## src/rtl/errsev_pkg.sv

```systemverilog
package errsev_pkg;
  localparam int ADR_IRQ_EN  = 0;
  localparam int ADR_PIN_EN  = 1;
  localparam int ADR_STAT_G1 = 2;
  localparam int ADR_STAT_G2 = 3;
  localparam int ADR_STAT_G3 = 4;
  localparam int ADR_MIN_LOW = 5;
  localparam int ADR_PIN_CTL = 6;

  typedef struct packed {
    logic wrIrqEn;
    logic wrPinEn;
    logic clrG1;
    logic clrG2;
    logic clrG3;
    logic wrMinLow;
    logic relReq;
  } errsevStrb_t;
endpackage

```

## src/rtl/errsevDatapath.sv

```systemverilog
module errsevDatapath
  import errsev_pkg::*;
#(
  parameter int G1_N   = 8,
  parameter int G2_N   = 4,
  parameter int G3_N   = 4,
  parameter int DATA_W = 16
) (
  input  logic                          clk,
  input  logic                          porRstN,
  input  logic                          warmRstN,
  input  logic [G1_N+G2_N+G3_N-1:0]     errIn,
  input  errsevStrb_t                   strb,
  input  logic [DATA_W-1:0]             wrData,
  output logic [G1_N-1:0]               statG1,
  output logic [G2_N-1:0]               statG2,
  output logic [G3_N-1:0]               statG3,
  output logic [G1_N-1:0]               irqEnQ,
  output logic [G1_N-1:0]               pinEnQ,
  output logic                          irqOut,
  output logic                          nmiOut,
  output logic                          pinTrig
);
  localparam int NUM_SRC = G1_N + G2_N + G3_N;
  localparam int G2_LO   = G1_N;
  localparam int G3_LO   = G1_N + G2_N;

  logic anyRstN;
  assign anyRstN = porRstN & warmRstN;

  logic [NUM_SRC-1:0] errPrev, riseAll, clrAll, statAll;
  logic [G1_N-1:0] riseG1, clrG1;
  logic [G2_N-1:0] riseG2, clrG2;
  logic [G3_N-1:0] riseG3, clrG3;

  assign riseAll = errIn & ~errPrev;
  assign riseG1  = riseAll[G1_N-1:0];
  assign riseG2  = riseAll[G3_LO-1:G2_LO];
  assign riseG3  = riseAll[NUM_SRC-1:G3_LO];

  assign clrG1 = strb.clrG1 ? wrData[G1_N-1:0] : '0;
  assign clrG2 = strb.clrG2 ? wrData[G2_N-1:0] : '0;
  assign clrG3 = strb.clrG3 ? wrData[G3_N-1:0] : '0;
  assign clrAll  = {clrG3, clrG2, clrG1};
  assign statAll = {statG3, statG2, statG1};

  always_ff @(posedge clk or negedge anyRstN) begin
    if (!anyRstN) begin
      errPrev <= '0;
      statG1  <= '0;
      irqEnQ  <= '0;
      pinEnQ  <= '0;
    end else begin
      errPrev <= errIn;
      statG1  <= (statG1 & ~clrG1) | riseG1;
      if (strb.wrIrqEn) irqEnQ <= wrData[G1_N-1:0];
      if (strb.wrPinEn) pinEnQ <= wrData[G1_N-1:0];
    end
  end

  always_ff @(posedge clk or negedge porRstN) begin
    if (!porRstN) begin
      statG2 <= '0;
      statG3 <= '0;
    end else begin
      statG2 <= (statG2 & ~clrG2) | riseG2;
      statG3 <= (statG3 & ~clrG3) | riseG3;
    end
  end

  assign irqOut  = |(statG1 & irqEnQ);
  assign nmiOut  = |statG2;
  assign pinTrig = (|(riseG1 & pinEnQ)) | (|riseG2) | (|riseG3);


  status_edge_chk: assert property (@(posedge clk) disable iff (!anyRstN)
    1'b1 |=> ((statAll & ~$past(statAll) & ~$past(riseAll)) == '0));

  clr_w1c_chk: assert property (@(posedge clk) disable iff (!anyRstN)
    ((clrAll & ~riseAll) != '0) |=> ((statAll & $past(clrAll & ~riseAll)) == '0));

  clr_priority_chk: assert property (@(posedge clk) disable iff (!anyRstN)
    ((riseAll & clrAll) != '0) |=>
      ((statAll & $past(riseAll & clrAll)) == $past(riseAll & clrAll)));
endmodule

```

## src/rtl/errsevCtrl.sv

```systemverilog
module errsevCtrl
  import errsev_pkg::*;
#(
  parameter int ADDR_W      = 3,
  parameter int DATA_W      = 16,
  parameter int CNT_W       = 8,
  parameter int PIN_MIN_DEF = 4
) (
  input  logic              clk,
  input  logic              porRstN,
  input  logic              warmRstN,
  input  logic              regWrEn,
  input  logic [ADDR_W-1:0] regAddr,
  input  logic [DATA_W-1:0] regWrData,
  input  logic              pinTrig,
  output errsevStrb_t       strb,
  output logic [CNT_W-1:0]  minLowQ,
  output logic              pinActive
);
  logic anyRstN;
  assign anyRstN = porRstN & warmRstN;

  logic [CNT_W-1:0] holdCnt;

  always_comb begin
    strb          = '0;
    strb.wrIrqEn  = regWrEn && (regAddr == ADDR_W'(ADR_IRQ_EN));
    strb.wrPinEn  = regWrEn && (regAddr == ADDR_W'(ADR_PIN_EN));
    strb.clrG1    = regWrEn && (regAddr == ADDR_W'(ADR_STAT_G1));
    strb.clrG2    = regWrEn && (regAddr == ADDR_W'(ADR_STAT_G2));
    strb.clrG3    = regWrEn && (regAddr == ADDR_W'(ADR_STAT_G3));
    strb.wrMinLow = regWrEn && (regAddr == ADDR_W'(ADR_MIN_LOW));
    strb.relReq   = regWrEn && (regAddr == ADDR_W'(ADR_PIN_CTL)) && regWrData[0];
  end

  always_ff @(posedge clk or negedge anyRstN) begin
    if (!anyRstN) minLowQ <= CNT_W'(PIN_MIN_DEF);
    else if (strb.wrMinLow) minLowQ <= regWrData[CNT_W-1:0];
  end

  always_ff @(posedge clk or negedge porRstN) begin
    if (!porRstN) begin
      pinActive <= 1'b0;
      holdCnt   <= '0;
    end else if (pinTrig) begin
      pinActive <= 1'b1;
      holdCnt   <= minLowQ;
    end else if (strb.relReq && pinActive && (holdCnt == '0)) begin
      pinActive <= 1'b0;
    end else if (holdCnt != '0) begin
      holdCnt <= holdCnt - 1'b1;
    end
  end


  pin_set_chk: assert property (@(posedge clk) disable iff (!porRstN)
    pinTrig |=> pinActive);

  minlow_hold_chk: assert property (@(posedge clk) disable iff (!porRstN)
    (pinActive && (holdCnt != '0)) |=> pinActive);
endmodule

```

## src/rtl/errSeverityHub.sv

```systemverilog
module errSeverityHub
  import errsev_pkg::*;
#(
  parameter int G1_N        = 8,
  parameter int G2_N        = 4,
  parameter int G3_N        = 4,
  parameter int ADDR_W      = 3,
  parameter int DATA_W      = 16,
  parameter int CNT_W       = 8,
  parameter int PIN_MIN_DEF = 4
) (
  input  logic                      clk,
  input  logic                      porRstN,
  input  logic                      warmRstN,
  input  logic [G1_N+G2_N+G3_N-1:0] errIn,
  input  logic                      regWrEn,
  input  logic [ADDR_W-1:0]         regAddr,
  input  logic [DATA_W-1:0]         regWrData,
  output logic [DATA_W-1:0]         regRdData,
  output logic                      irqOut,
  output logic                      nmiOut,
  output logic                      errPinN
);
  errsevStrb_t      strb;
  logic [G1_N-1:0]  statG1, irqEnQ, pinEnQ;
  logic [G2_N-1:0]  statG2;
  logic [G3_N-1:0]  statG3;
  logic [CNT_W-1:0] minLowQ;
  logic             pinTrig, pinActive;

  errsevCtrl #(.ADDR_W(ADDR_W), .DATA_W(DATA_W), .CNT_W(CNT_W),
               .PIN_MIN_DEF(PIN_MIN_DEF)) ctrl_i (
    .clk(clk), .porRstN(porRstN), .warmRstN(warmRstN),
    .regWrEn(regWrEn), .regAddr(regAddr), .regWrData(regWrData),
    .pinTrig(pinTrig), .strb(strb), .minLowQ(minLowQ), .pinActive(pinActive));

  errsevDatapath #(.G1_N(G1_N), .G2_N(G2_N), .G3_N(G3_N), .DATA_W(DATA_W)) dp_i (
    .clk(clk), .porRstN(porRstN), .warmRstN(warmRstN), .errIn(errIn),
    .strb(strb), .wrData(regWrData), .statG1(statG1), .statG2(statG2),
    .statG3(statG3), .irqEnQ(irqEnQ), .pinEnQ(pinEnQ), .irqOut(irqOut),
    .nmiOut(nmiOut), .pinTrig(pinTrig));

  assign errPinN = ~pinActive;

  always_comb begin
    regRdData = '0;
    case (regAddr)
      ADDR_W'(ADR_IRQ_EN):  regRdData[G1_N-1:0]  = irqEnQ;
      ADDR_W'(ADR_PIN_EN):  regRdData[G1_N-1:0]  = pinEnQ;
      ADDR_W'(ADR_STAT_G1): regRdData[G1_N-1:0]  = statG1;
      ADDR_W'(ADR_STAT_G2): regRdData[G2_N-1:0]  = statG2;
      ADDR_W'(ADR_STAT_G3): regRdData[G3_N-1:0]  = statG3;
      ADDR_W'(ADR_MIN_LOW): regRdData[CNT_W-1:0] = minLowQ;
      ADDR_W'(ADR_PIN_CTL): regRdData[0]         = pinActive;
      default:              regRdData = '0;
    endcase
  end
endmodule

```

## config.mk

```make
export PLATFORM = sky130hd
export DESIGN_NAME = errSeverityHub
export DESIGN_NICKNAME = d
export VERILOG_FILES = /design/src/rtl/errsev_pkg.sv /design/src/rtl/errsevDatapath.sv /design/src/rtl/errsevCtrl.sv /design/src/rtl/errSeverityHub.sv
export SDC_FILE = /design/constraint.sdc
export NUM_CORES = 1
export LEC_CHECK = 0
export ABC_AREA = 1
export BUFFER_PORTS_ARGS = -buffer_cell sky130_fd_sc_hd__buf_4
export CORE_MARGIN = 1
export CORE_UTILIZATION = 56
export DETAILED_ROUTE_END_ITERATION = 8
export GPL_ROUTABILITY_DRIVEN = 0
export PLACE_DENSITY = 0.8
export SLEW_MARGIN = 0
export SYNTH_ARGS = -nofsm -noshare
export SYNTH_HDL_FRONTEND = slang
export SYNTH_SLANG_ARGS = --single-unit
export TNS_END_PERCENT = 20
```

## constraint.sdc

```tcl
create_clock -name clk -period 1.88 [get_ports clk]
set_clock_uncertainty 0.1 [all_clocks]
set_input_delay 0.188 -clock clk [delete_from_list [all_inputs] [get_ports clk]]
set_output_delay 0.188 -clock clk [all_outputs]
set_load 0.1 [all_outputs]
```

==> results of run 1 <==
## critical path, stage by stage, from the launching register on
cell     delay, ns
dfrtp_1       0.40
or4_1         0.53
buf_4         0.25
## area by class of cell
type                            count  area [sq um]
Clock buffer                       10           128
Multi-Input combinational cell    269          1360
Fill cell                         430          1550
Inverter                           51           196
Clock inverter                      6          82.6
Tap cell                           72          90.1
Timing Repair Buffer               61           515
Sequential cell                    65          1630
## final timing paths
kind	cells past startpoint	startpoint	slack (ns)	endpoint
setup / recovery	2	dp_i.statG2[2]	0.08	nmiOut
hold / removal	3	regWrData[7]	0.08	ctrl_i.minLowQ[7]
setup reg to reg	10	dp_i.errPrev[13]	0.34	ctrl_i.holdCnt[3]
hold reg to reg	3	dp_i.errPrev[2]	0.39	dp_i.statG1[2]
max in group asynchronous	5	porRstN	0.58	ctrl_i.minLowQ[2]
min in group asynchronous	2	porRstN	0.15	ctrl_i.holdCnt[4]
## Yosys cell counts (all sizes together)
cell type	number	area, sq um
xnor2	1	8.76
a221oi	1	8.76
o21ai	44	284
o2111ai	1	8.76
or4	1	7.51
a22oi	1	7.51
ha	2	25.0
conb	1	3.75
nor2	21	109
inv	51	196
nor3	1	5.00
a21oi	3	15.0
a21o	1	7.51
nand2	151	614
nand3	16	85.1
dfrtp	64	1600
xor2	5	51.3
o211ai	1	7.51
nand4	10	62.6
buf	12	105
dfstp	1	26.3
and3	1	6.26
## metrics by stage
step | hold WS [ns] | cells | util | cell area (sq um)
floorplan | -0.208 | 397 | - | 3280
global placement | -0.0302 | 500 | 0.650 | 3600
detailed placement | -0.0334 | 500 | 0.650 | 3600
CTS | 0.0731 | 534 | 0.720 | 3990
global route | 0.0919 | 534 | 0.721 | 4000
finish | 0.0782 | 534 | 0.721 | 4000
## state kept, by name, summed over array words and instances (netlist names)
register          flops
dp_i.errPrev         16
ctrl_i.holdCnt        8
ctrl_i.minLowQ        8
dp_i.irqEnQ           8
dp_i.pinEnQ           8
dp_i.statG1           8
dp_i.statG2           4
dp_i.statG3           4
ctrl_i.pinActive      1
## logic make-up (layout without fill, tap and decap cells)
family | Yosys count | count (layout)
AND/OR/NAND/NOR | 201 | 201
adder cells (fa/ha/maj) | 2 | 2
AO/OA/AOI/OAI | 52 | 52
flip-flops | 65 | 65
XOR/XNOR | 6 | 6
buffers and inverters | 63 | 128
other | 1 | 8
## routing by layer
layer | up-vias | share of wire | global-route usage
li1 | 1352 | - | -
met1 | 1307 | 0.43 | 0.346
met2 | 98 | 0.49 | 0.466
met4 | 0 | 0.029 | 0.156
met3 | 18 | 0.048 | 0.0384
met5 | - | 0 | 0
## repair_timing
| action | CTS | global route |
|---|---|---|
| setup endpoints to repair | 0 | 3 |
| gates resized for setup | 0 | 1 |
| hold buffers | 18 | 0 |
| hold endpoints to repair | 59 | 0 |
## power breakdown
part	switching [mW]	internal (mW)	leakage, nW
logic	0.695	0.329	1.20
registers	0.135	1.58	0.771
clock network	0.537	0.740	0.106
total	1.37	2.64	2.08
==> impl_metrics.tcl, run 1 <==
set metrics [dict create \
    cts.sinks 65 \
    grt_max_degree 34 \
    drive_above_1_share 0.229 \
    floorplan.rows 27 \
    slew_viol_final 0 \
    fin_crit_sh 0.957 \
    cp_max_fo 3 \
    place_hpwl_mm 5.36 \
    dieArea_sq_um 6110 \
    cts_buffers 9 \
    start_util 0.586 \
    first_iter_violations 178 \
    synth_top_family_by_area "simple AND/OR/NAND/NOR gates" \
    synthCells 390 \
    worstPathArrival_ns 1.51 \
    diodes 0 \
    fmax_ghz 0.556 \
    drv_cap 0 \
    drt_first_pass_iters 4 \
    totalPowerFinal_mw 4.01 \
    grt_pass1_wl_mm 12.8 \
    ir_drop_mv 0.615 \
    finalHoldViolCount 0 \
    finalNetCount 498 \
    overflow 0 \
    core-area_sq_um 5540 \
    portBuffers 41 \
    ant_nets 0 \
    place_ws_ns 0.301 \
    clk_path_buf_depth 2 \
    cts_root_buf "clkbuf_8" \
    first_global_vias 2784 \
    synth-seq-cells 65 \
    ys_seq_area_frac 0.501 \
    synthMuxAreaShare 0 \
    clk_latency_ns 0.34 \
    die_h_microns 78.1 \
    h-tree-depth 3 \
    fin_ws_ns 0.0808 \
    vias 2775 \
    power.leakage_nw 2.08 \
    status "complete, no violations" \
    endpoint_kind "output pin" \
    rsz0062_at_grt "false" \
    antenna_found_initial 0 \
    synth-xor-area-share 0.0185 \
    final_cell_mix "nand2_1 (138), dfrtp_1 (64), inv_1 (43)" \
    final_common_cell "nand2_1" \
    routedWlPerCell_microns 13.9 \
    clk_pin_slew_ns 0.07 \
    post-cts-setup-buffers 0 \
    cts_tree "yes" \
    synth.distinct_cells 33 \
    totalWireLength_mm 7.42 \
    powerDensity_nw_per_um2 1000 \
    avgSynthCellArea_sq_um 8.33 \
    setup-tns-final_ns 0 \
    setup_violations 0 \
    synth_adder_area_share 0.00771 \
    synth_compound_area_frac 0.104 \
    yosysWarningCount 0 \
    netlist_area_sq_um 3250 \
    period_minus_slack_ns 1.80 \
    drcViolationCount 0 \
    cp-start-kind "flop" \
    worstSetupPathType "reg -> out" \
    gr-usage-all-layers 0.278 \
    io_pins 58 \
    yosys.area_share.simple 0.274 \
    syn2layout_area_growth_pct 23.0 \
    hold_class "in -> reg" \
    viasPerCell 5.20 \
    die_width_microns 78.1 \
    worstPathRequired_ns 1.59 \
]
Power figures use the tool's default switching activity.
==> inputs of run 2 (changes only) <==
ABC_AREA = not set   (was 1)
CORE_UTILIZATION = 45   (was 56)
PLACE_DENSITY = 0.67   (was 0.8)
==> run 2 against run 1 <==
- the flow now finishes with violations (negative setup slack)
- critical endpoint is now regRdData[2]
- sequential share of layout area down 1.5 points
- flip-flop and latch count unchanged
- clock-buffer cell count unchanged
- highest routed layer unchanged
- largest cell class unchanged
- wire length down 2.7%
- critical path depth up 2
==> impl_metrics.tcl, run 2 <==
set metrics [dict create \
    start_util 0.466 \
    first_global_vias 2255 \
    finalHoldViolCount 0 \
    reg2reg_depth 5 \
    antenna_found_initial 0 \
    holdWs_ns 0.0137 \
    worstPathCellList "mux4_2 > inv_2 > o22ai_4 > buf_12" \
    slew_viol_final 0 \
    yosysMostFrequentCell "dfrtp_1" \
    fmax_ghz 0.532 \
    n_fill_cell 567 \
    gr-usage-all-layers 0.209 \
    reg2reg_to "ctrl_i.holdCnt[7]" \
    die_width_microns 85.9 \
    drv_cap 0 \
    viasPerCell 5.31 \
    ant_nets 0 \
    fin_ws_ns -0.000102 \
    setup_violations 1 \
    hold_class "in -> reg" \
    regMostFlops "dp_i.errPrev" \
    cts_tree "yes" \
    overflow 0 \
    cp-endpoint "regRdData[2]" \
    yosys.area_share.simple 0.156 \
    grt_max_degree 49 \
    crit_buf_inv 2 \
    vias 2335 \
    first_iter_violations 103 \
    finalNetCount 380 \
    routedWlPerCell_microns 16.4 \
    yosysWarningCount 0 \
    drcViolationCount 0 \
    status "complete, but fails checks" \
    reg2reg_from "dp_i.errPrev[14]" \
    clk_latency_ns 0.34 \
    synthFlopType "dfrtp_1" \
    worstPathRequired_ns 1.59 \
    place_hpwl_mm 4.97 \
    final_cell_area_sq_um 4150 \
    cpPeakStageDelay_ns 0.49 \
    netlist_area_sq_um 3170 \
    synth-seq-cells 65 \
    cp-start-kind "flop" \
    synth-xor-area-share 0.0138 \
    cts.sinks 65 \
    diodes 0 \
    drive_above_1_share 0.387 \
    worst-path-stages 4 \
    ys_seq_area_frac 0.514 \
    floorplan.rows 30 \
    core-area_sq_um 6790 \
    powerDensity_nw_per_um2 1010 \
    setup-tns-final_ns -0.000102 \
    cts_buffers 9 \
    cts_root_buf "clkbuf_8" \
    crit_family "multiplexers" \
    dieArea_sq_um 7380 \
    startpoint "dp_i.statG2[2]" \
    ir_drop_mv 0.620 \
    synth_top_area_frac 0.506 \
    synth_compound_area_frac 0.0972 \
    clk_pin_slew_ns 0.07 \
    grt_pass1_wl_mm 11.5 \
    totalWireLength_mm 7.22 \
    final_util 0.610 \
    crit_slowest_cell "mux4_2" \
    synth_edf_count 0 \
    synth_adder_area_share 0.00790 \
    clk_path_buf_depth 2 \
    synthCells 264 \
    period_minus_slack_ns 1.88 \
    synth_top_family_by_area "multiplexers" \
    largest_reg_flops 16 \
    drt_first_pass_iters 4 \
    synthMuxAreaShare 0.170 \
    worstPathArrival_ns 1.59 \
    h-tree-depth 3 \
    io_pins 58 \
    syn2layout_area_growth_pct 31.0 \
    synth_top_area_cell "dfrtp_1" \
    final_cell_mix "dfrtp_1 (64), buf_4 (47), mux2_2 (25)" \
    synth.distinct_cells 45 \
    seqCellArea_sq_um 1630 \
    endpoint_kind "output pin" \
    final_cells 440 \
    synth_area_leaders "dfrtp_1 (51%), mux2_2 (8.9%), a21o_1 (4.0%), mux2_4 (3.8%), nand2_1 (3.0%)" \
    yosys-top-cells-count "dfrtp_1 (64), mux2_2 (25), nand2_1 (25), a21o_1 (17), nor2_1 (14)" \
    avgSynthCellArea_sq_um 12.0 \
    place_area_sq_um 3630 \
    async_reset_ff_frac 1.00 \
    die_h_microns 85.9 \
    dp_cells 403 \
    violations "negative setup slack" \
    fin_crit_sh 1.00 \
    multiInputGateArea_sq_um 1530 \
    reg2reg_slack_ns 0.09 \
    final_common_cell "dfrtp_1" \
    power.leakage_nw 1.82 \
    cp_max_fo 3 \
    rsz0062_at_grt "true" \
    portBuffers 41 \
    worstSetupPathType "reg -> out" \
]
-- run 2: changes by cell type in the layout (fill, tap and decap cells not counted), sizes merged, moves of 7 or more --
cell	change
a22oi	+9
mux2	+33
mux2i	+7
nand4	-8
nor2b	+11
nand2	-126
buf	+9
and2b	+7
nand3	-12
inv	-44
o21ai	-39
a21o	+17
-- run 2: how the worst min path moves through the flow --
stage	start	to	slack [ns]	depth (start not counted)
2_1_floorplan	porRstN	ctrl_i.holdCnt[0]	-0.21	0
3_3_place_gp	porRstN	ctrl_i.holdCnt[3]	-0.03	1
5_1_grt	regWrData[4]	dp_i.irqEnQ[4]	0.01	2
6_report	regWrData[5]	ctrl_i.minLowQ[5]	0.01	2
4_1_cts	regWrData[4]	dp_i.irqEnQ[4]	0.002	2
3_5_place_dp	porRstN	ctrl_i.holdCnt[3]	-0.03	1
-- run 2: metal layers --
metal / track usage / up-vias / share of wire
met4: 0.0803 / 0 / 0.016
met2: 0.332 / 64 / 0.50
met1: 0.284 / 1183 / 0.45
li1: - / 1077 / -
met5: 0 / - / 0
met3: 0.0423 / 11 / 0.038
-- run 2: repair_timing --
action,CTS,global route
pin swaps,0,4
setup endpoints to repair,3,12
hold buffers,19,0
gates resized for setup,8,13
hold endpoints to repair,83,0
setup buffers,0,1
cloned,0,1
-- run 2: stage by stage --
step           setup WS, ns  total power [mW]
2_1_floorplan        -0.569              2.54
3_3_place_gp        0.00513              2.79
3_5_place_dp        0.00686              2.81
4_1_cts             -0.0104              4.17
5_1_grt             -0.0429              4.38
6_report          -0.000102              4.20
-- run 2: area by class of cell --
type / instances / share of cell area
Clock buffer: 10 / 0.0308
Clock inverter: 6 / 0.0220
Inverter: 6 / 0.00543
Multi-Input combinational cell: 186 / 0.368
Sequential cell: 65 / 0.392
Tap cell: 96 / 0.0290
Timing Repair Buffer: 71 / 0.152
-- run 2: cell families (layout without fill, tap and decap cells) --
group | after synthesis | after routing
simple gates | 83 | 84
flops | 65 | 65
compound gates | 44 | 44
mux | 43 | 43
buf+inv | 21 | 93
xor+xnor | 5 | 5
fa+ha+maj | 2 | 2
other cells | 1 | 8
-- run 2: power breakdown --
group	total, mW	leakage [nW]	internal [mW]	switching [mW]
clock network	1.31	0.0991	0.751	0.563
registers	1.78	0.758	1.60	0.180
logic	1.11	0.958	0.504	0.602
==> inputs of run 3 (changes only) <==
ABC_AREA = 1   (was not set)
==> run 3 against run 2 <==
- the flow now finishes without violations
- die area increased by 2.5%
- critical endpoint is now irqOut
- critical path depth increased by 1
- global-route usage increased by 0.78 points
- total power decreased by 3.3%
- highest routed layer unchanged
- flip-flop and latch count unchanged
- core utilization decreased by 2.1 points
- non-clock buffer count decreased by 10
==> impl_metrics.tcl, run 3 (synthesized netlist as in run 1, its figures left out) <==
set metrics [dict create \
    status "complete, no violations" \
    fin_crit_sh 0.966 \
    cp-endpoint "irqOut" \
    regMostFlops "dp_i.errPrev" \
    drive_above_1_share 0.232 \
    power.leakage_nw 2.08 \
    core-area_sq_um 6870 \
    die_h_microns 86.9 \
    reg2reg_depth 10 \
    diodes 0 \
    reg2reg_to "ctrl_i.holdCnt[2]" \
    largest_reg_flops 16 \
    final_cell_mix "nand2_1 (138), dfrtp_1 (64), inv_1 (43)" \
    io_pins 58 \
    top_usage_layer "met2" \
    setup_violations 0 \
    overflow 0 \
    worstPathArrival_ns 1.53 \
    worstPathCellList "nand2_1 > inv_1 > a221oi_1 > nand4_1 > buf_6" \
    endpoint_kind "output pin" \
    die_width_microns 86.9 \
    floorplan.rows 30 \
    rsz0062_at_grt "false" \
    viasPerCell 4.73 \
    syn2layout_area_growth_pct 24.7 \
    final_cells 558 \
    setup-tns-final_ns 0 \
    reg2reg_slack_ns 0.40 \
    worstSetupPathType "reg -> out" \
    crit_slowest_cell "dfrtp_1" \
    clk_pin_slew_ns 0.07 \
    drv_cap 0 \
    gr-usage-all-layers 0.217 \
    period_minus_slack_ns 1.82 \
    cpPeakStageDelay_ns 0.40 \
    cts_buffers 9 \
    grt_max_degree 32 \
    first_iter_violations 174 \
    hold_class "in -> reg" \
    cp-start-kind "flop" \
    cts_root_buf "clkbuf_8" \
    first_global_vias 2599 \
    cp_max_fo 3 \
    clk_latency_ns 0.34 \
    finalNetCount 498 \
    antenna_found_initial 0 \
    portBuffers 41 \
    dp_cells 524 \
    grtUsageMet2 0.346 \
    met3_usage 0.0379 \
    powerDensity_nw_per_um2 1000 \
    startpoint "dp_i.irqEnQ[5]" \
    cts.sinks 65 \
    clk_path_buf_depth 2 \
    cts_tree "yes" \
    grt_pass1_wl_mm 12.2 \
    routedWlPerCell_microns 12.9 \
    worst-path-stages 5 \
    slew_viol_final 0 \
    crit_family "flip-flops" \
    drcViolationCount 0 \
    vias 2639 \
    dieArea_sq_um 7560 \
    start_util 0.473 \
    reg2reg_from "dp_i.errPrev[12]" \
    worstPathRequired_ns 1.59 \
    gr-usage-met1 0.290 \
    h-tree-depth 3 \
    place_hpwl_mm 5.29 \
    final_common_cell "nand2_1" \
    ant_nets 0 \
    fmax_ghz 0.551 \
    crit_buf_inv 2 \
    drt_first_pass_iters 4 \
    ir_drop_mv 0.533 \
    totalWireLength_mm 7.19 \
    finalHoldViolCount 0 \
]
==> run 3: changes by cell type in the layout (fill, tap and decap cells not counted), moves of 9 or more <==
| cell | before | now |
|---|---|---|
| a21o_1 | 17 | 1 |
| inv_1 | 4 | 43 |
| mux2_2 | 25 | 0 |
| nand2_1 | 24 | 138 |
| nand3_1 | 4 | 15 |
| nand4_1 | 1 | 10 |
| nor2b_1 | 9 | 0 |
| o21ai_0 | 3 | 16 |
| o21ai_1 | 2 | 11 |
| o21ai_2 | 0 | 17 |
==> run 3: report_power, final <==
| group | total, mW | internal [mW] | switching [mW] |
|---|---|---|---|
| logic | 1.01 | 0.331 | 0.682 |
| registers | 1.70 | 1.58 | 0.128 |
| clock network | 1.34 | 0.784 | 0.559 |
==> run 3: layout make-up <==
type | count | area [sq um]
Fill cell | 656 | 2820
Sequential cell | 65 | 1630
Multi-Input combinational cell | 269 | 1360
Timing Repair Buffer | 61 | 519
Inverter | 51 | 196
Clock buffer | 10 | 138
Tap cell | 96 | 120
Clock inverter | 6 | 91.3
==> run 3: worst reg2reg max path: stages, from the launching register on <==
cell	delay [ns]
dfrtp_1	0.33
inv_1	0.04
nand2_2	0.09
nand2_1	0.07
nor2_1	0.15
nand2_1	0.08
nor2_2	0.14
nand2_4	0.14
nor2_4	0.16
nand2_1	0.07
nand2_1	0.05
==> run 3: per-stage QoR <==
step	utilization	setup slack [ns]	power, mW	hold WS (ns)	instance area [sq um]
6_report	0.589	0.0637	4.06	0.0655	4050
4_1_cts	0.588	0.0376	4.09	0.0620	4040
3_3_place_gp	0.528	0.314	2.69	-0.0279	3630
2_1_floorplan	-	-0.268	2.48	-0.208	3280
3_5_place_dp	0.528	0.298	2.71	-0.0273	3630
5_1_grt	0.589	0.0109	4.27	0.0743	4050
==> run 3: what timing repair did <==
action                                  CTS  global route
hold endpoints to repair                 61             0
gates resized for setup                   0             2
buffers inserted                          0             0
hold buffers                             18             0
endpoints found under the setup margin    0             6
==> run 3: how the worst min path moves through the flow <==
stage,startpoint,to,slack [ns],cells past startpoint
final,regWrData[7],dp_i.pinEnQ[7],0.07,3
after global routing,regWrData[5],dp_i.pinEnQ[5],0.07,3
after CTS,regWrData[7],dp_i.pinEnQ[7],0.06,3
after detailed placement,porRstN,ctrl_i.holdCnt[0],-0.03,1
after global placement,porRstN,ctrl_i.pinActive,-0.03,1
after floorplan,porRstN,ctrl_i.holdCnt[0],-0.21,0
==> run 3: per-layer routing <==
layer / share of wire / wire [microns]
met5: 0 / 0
met4: 0.021 / 150
met3: 0.031 / 220
met2: 0.47 / 3400
met1: 0.48 / 3420
